[src/rtl/timer_irq_flags.sv]
module timer_irq_flags #(
  parameter int unsigned DW       = 8,
  parameter int unsigned POS_CMPA = 4,
  parameter int unsigned POS_CMPB = 3,
  parameter int unsigned POS_OVF  = 1
) (
  input  logic          clk,
  input  logic          rst,
  input  logic [2:0]    evt,
  input  logic [2:0]    ack,
  input  logic          wr_flag,
  input  logic          wr_mask,
  input  logic [DW-1:0] wr_data,
  input  logic          gie,
  output logic [DW-1:0] flag_rd,
  output logic [DW-1:0] mask_rd,
  output logic [2:0]    irq
);
  localparam int unsigned NSRC = 3;
  localparam int unsigned POS [NSRC] = '{POS_OVF, POS_CMPB, POS_CMPA};

  logic [NSRC-1:0] flag_q, mask_q, wsel, clr;

  for (genvar i = 0; i < NSRC; i++) begin : g_src
    assign wsel[i] = wr_data[POS[i]];
  end

  assign clr = ack | ({NSRC{wr_flag}} & wsel);

  always_ff @(posedge clk) begin
    if (rst) begin
      flag_q <= '0;
      mask_q <= '0;
    end else begin
      flag_q <= (flag_q & ~clr) | evt;
      if (wr_mask) mask_q <= wsel;
    end
  end

  always_comb begin
    flag_rd = '0;
    mask_rd = '0;
    for (int i = 0; i < NSRC; i++) begin
      flag_rd[POS[i]] = flag_q[i];
      mask_rd[POS[i]] = mask_q[i];
    end
  end

  assign irq = {NSRC{gie}} & mask_q & flag_q;

  logic unused_wdata;
  assign unused_wdata = ^wr_data;
endmodule

[config.mk]
export PLATFORM = sky130hd
export DESIGN_NAME = timer_irq_flags
export DESIGN_NICKNAME = d
export VERILOG_FILES = /design/src/rtl/timer_irq_flags.sv
export SDC_FILE = /design/constraint.sdc
export NUM_CORES = 1
export LEC_CHECK = 0
export ABC_AREA = 0
export CORE_MARGIN = 2
export CORE_UTILIZATION = 24
export CTS_CLUSTER_DIAMETER = 100
export DETAILED_ROUTE_END_ITERATION = 10
export GPL_TIMING_DRIVEN = 0
export PLACE_DENSITY = 0.81
export SETUP_SLACK_MARGIN = 0.3
export SYNTH_ARGS = -nofsm -noshare
export SYNTH_HDL_FRONTEND = slang
export SYNTH_SLANG_ARGS = --single-unit
[constraint.sdc]
create_clock -name clk -period 0.8 [get_ports clk]
set_input_delay 0.2 -clock clk [delete_from_list [all_inputs] [get_ports clk]]
set_output_delay 0.2 -clock clk [all_outputs]
set_load 0.03 [all_outputs]
# == Word level (Yosys, flattened, before mapping) ==
# Cells that the tools add are included.
# classes
bitwise,7
# ops
cell,count
$and 3x3->3,4
$or 3x3->3,2
$not 3->3,1
# totals
regBits,6
elab_cells,9
out_inout_bits,19
inputBits,19

# == Logic depth before layout (Yosys ltp) ==
# Gate-level depths: netlist (run 1).
# logic_depth
depth_word,5
ltp_mapped,3
depth_no_buf,3

# == Worst setup path after synthesis (run 1) ==
# No wires, ideal clock.
# synth_path
kind,register -> output
from,register mask_q[0]
to,output irq[0]
t_arrival_ps,879
stages_incl_launch_ff,2
n_path_buf,0
path_slack_ps,-279
required_ps,600
cell_sequence,dfxtp_1 -> and3_1
# synth_via
elab_chain_cells,2
# synth_rtl
item,line,rtl
"start, declared",22,"logic [NSRC-1:0] flag_q, mask_q, wsel, clr;"
"start signal, assigned",36,if (wr_mask) mask_q <= wsel;
$and 3x3->3 (2 in a row),49,assign irq = {NSRC{gie}} & mask_q & flag_q;
"end, declared",17,output logic [2:0] irq
# Every way passes these cells.

# == Worst setup path in the final report (run 1) ==
# layout_path
from,register flag_q[1]
to,output irq[1]
# layout_via
elab_chain_cells,1
# layout_rtl
item,line,rtl
"start, declared",22,
"start signal, assigned",35,flag_q <= (flag_q & ~clr) | evt;
$and 3x3->3,49,
# Every way passes these cells.

==> results of run 1 <==
==> final timing paths <==
kind	start	end	slack, ns	cells past startpoint
max reg2reg	flag_q[2]	flag_q[2]	0.06	3
min reg2reg	mask_q[2]	mask_q[2]	0.51	2
min	evt[1]	flag_q[1]	0.32	3
max	flag_q[1]	irq[1]	-0.29	2
==> sequential cells by signal (all words and copies together), names as in the netlist <==
| name | count |
|---|---|
| flag_q | 3 |
| mask_q | 3 |
==> logic make-up after synthesis <==
group / after synthesis / synth area share (%)
buffers and inverters: 13 / 27.7
AND/OR/NAND/NOR: 12 / 16.9
flip-flops: 6 / 38.6
AO/OA/AOI/OAI: 3 / 6.02
multiplexers: 3 / 9.64
other: 1 / 1.20
==> cell usage in the layout (no fill, tap or decap), drive strengths merged <==
master	netlist	layout
dfxtp	6	6
nor2	6	6
a31oi	3	3
clkdlybuf4s50	0	1
dlygate4sd2	0	11
and3	3	3
clkdlybuf4s15	0	1
nand2	3	3
mux2i	3	3
conb	1	10
inv	3	3
buf	10	22
clkbuf	0	3
==> layer usage <==
metal	share of wire [%]	track usage, %	vias to the layer above	wire length [µm]
met4	0	0	0	0
met1	34	11.3	150	318
met2	55	21.8	21	523
li1	-	-	178	-
met3	11	8.89	0	106
met5	0	0	-	0
==> critical path, delay by kind of cell (launching register included) <==
kind | cells | cell delay, ns
buffers and inverters | 1 | 0.12
AND/OR/NAND/NOR | 1 | 0.18
flip-flops | 1 | 0.35
==> metrics by stage <==
| step | TNS, ns | total power (µW) | instances | setup WS, ns |
|---|---|---|---|---|
| after floorplan | -0.0943 | 503 | 47 | -0.0314 |
| after global placement | -7.32 | 621 | 83 | -0.988 |
| after detailed placement | -7.47 | 624 | 83 | -0.997 |
| after CTS | -1.73 | 878 | 86 | -0.292 |
| after global routing | -2.12 | 976 | 89 | -0.317 |
| final | -1.89 | 920 | 89 | -0.289 |
==> area by class of cell <==
class	count	area, µm²
Multi-Input combinational cell	28	184
Inverter	3	11.3
Clock buffer	3	22.5
Buffer	10	75.1
Fill cell	115	454
Timing Repair Buffer	25	249
Tap cell	14	17.5
Sequential cell	6	143
==> power groups by stage <==
stage               Clock [µW]  Combinational (µW)  Sequential, µW
finish                     273                 320             328
global route               305                 341             330
CTS                        281                 270             327
detailed placement           0                 293             331
global placement             0                 291             331
floorplan                    0                 135             368
==> timing repair <==
item	in CTS	in global routing
pin swaps	5	3
buffers inserted	0	3
cloned	0	0
setup endpoints to repair	15	15
gates resized for setup	72	11
==> metrics.log, run 1 <==
[metrics] run status: finished with violations
[metrics] category of the worst setup path launch point: flip-flop
[metrics] final clock skew: 0 ns
[metrics] wire length of the first global-routing pass: 1220 µm
[metrics] final routed wire length divided by cell count: 10.7 µm
[metrics] maximum buffer depth of the clock tree: 2
[metrics] layout cell share with drive strength beyond 1: 49.3%
[metrics] effective utilization at floorplan: 26.9%
[metrics] relative contribution of sequential cells to total power: 35.6%
[metrics] unrepaired setup endpoints after global routing: yes
[metrics] routed vias: 349
[metrics] Internal Dissipation: 629 µW
[metrics] mean area per synthesized cell: 8.20 µm²
[metrics] Ant. Diodes: 0
[metrics] switching power total: 291 µW
[metrics] portion of total power attributed to the clock network: 29.6%
[metrics] max-capacitance violation count: 0
[metrics] register area share after synthesis: 38.6%
[metrics] count of input and output buffers: 22
[metrics] global-route total usage across every layer: 12.0%
[metrics] top post-synthesis cells by count: sky130_fd_sc_hd__buf_4, sky130_fd_sc_hd__dfxtp_1, sky130_fd_sc_hd__nor2_1
[metrics] Iter 0 DRT Violations: 5
[metrics] classification of the worst-slack hold path: primary input to flip-flop
[metrics] async set or reset register ratio after synthesis: 0%
[metrics] number of antenna violations at the first check in global routing: 0
[metrics] power per cell area: 1310 nW/µm²
[metrics] clock net sink count: 6
[metrics] Yosys warning total: 0
[metrics] die area: 1600 µm²
[metrics] hold violation total from the final report: 0
[metrics] core area: 1160 µm²
[metrics] average vias per placed instance: 3.92
[metrics] static leakage: 0.000364 µW
[metrics] worst endpoint data arrival time: 0.89 ns
[metrics] Final #Nets: 96
[metrics] count of hold-fix buffers inserted at cts: 0
[metrics] cell breakdown of the critical path: and3_4 -> buf_6
[metrics] Yosys top cell area share: 38.6%
[metrics] sum of overflow across all layers after global routing: 0
[metrics] maximum number of pins on one net before global-route repair: 7
[metrics] required time worst endpoint: 0.60 ns
[metrics] cell count after synthesis: 38
[metrics] number of enable flip-flop cells after synthesis: 0
[metrics] area leader, netlist: sky130_fd_sc_hd__dfxtp_1
[metrics] number of distinct library cells after synthesis: 9
[metrics] Tcrit/Tclk final: 136%
[metrics] DRC: 0
[metrics] most used flip-flop cell after synthesis: sky130_fd_sc_hd__dfxtp_1
[metrics] min setup slack post-route: -0.289 ns
[metrics] flops & latches, synth: 6
[metrics] total wire length after detailed routing: 948 µm
[metrics] maximum vdd drop: 0.00106 V
[metrics] via count of the first global-routing pass: 316
[metrics] number of search-and-repair iterations in the first detailed-routing pass: 2
[metrics] width of the die: 40.0 µm
[metrics] row count: 12
[metrics] Root Buffer Master: sky130_fd_sc_hd__clkbuf_4
[metrics] cell area after layout: 702 µm²
[metrics] top-count cell post-synth: sky130_fd_sc_hd__buf_4
[metrics] weighted congestion at the end of routability-driven global placement: 0.709
[metrics] share of the core filled with cells in the final layout: 60.7%
[metrics] largest stage delay on the critical path: 0.35 ns
[metrics] largest cells by area after synthesis: sky130_fd_sc_hd__dfxtp_1, sky130_fd_sc_hd__buf_4, sky130_fd_sc_hd__mux2i_1
[metrics] Max Slew Vio Count: 0
[metrics] failing checks: negative setup slack
[metrics] cell at the slowest stage of the critical path: sky130_fd_sc_hd__dfxtp_4
[metrics] Antenna Violating Nets Remaining: 0
[metrics] min Tclk post-route: 1.09 ns
[metrics] vertical extent of the die: 40.0 µm
[metrics] H-tree levels: 1
[metrics] Comb power frac: 34.7%
[metrics] Clk Latency, worst-skew pair: 0.24 ns
[metrics] cell area after placement: 621 µm²
[metrics] number of buffers created by CTS: 3
[metrics] count of pins on the block boundary: 38
[metrics] Finish-stage setup viols: 9
[metrics] largest driver fanout on the critical path: 3
[metrics] type of element capturing the critical path: output pin
[metrics] timing-limited maximum frequency: 918 MHz
[metrics] critical path class: flip-flop to output pin
[metrics] cell area after technology mapping: 312 µm²
[metrics] HPWL after detailed placement: 663 µm
[metrics] Area growth, synth to finish: 125%
[metrics] proportion of total power due to net switching: 31.7%
[metrics] CTS tree: built
[metrics] CTS clk-pin slew, worst paths: 0.04 ns
[metrics] smallest hold slack: 0.318 ns
No activity file was read; power rests on OpenSTA's default activity.
==> run 2: changes to the inputs <==
--- a/config.mk
+++ b/config.mk
@@ -9,6 +9,7 @@
 export CORE_MARGIN = 2
 export CORE_UTILIZATION = 24
 export CTS_CLUSTER_DIAMETER = 100
+export CTS_CLUSTER_SIZE = 10
 export DETAILED_ROUTE_END_ITERATION = 10
 export GPL_TIMING_DRIVEN = 0
 export PLACE_DENSITY = 0.81
==> results of run 2 <==
The final DEF is identical to that of run 1; final timing and power are the same.
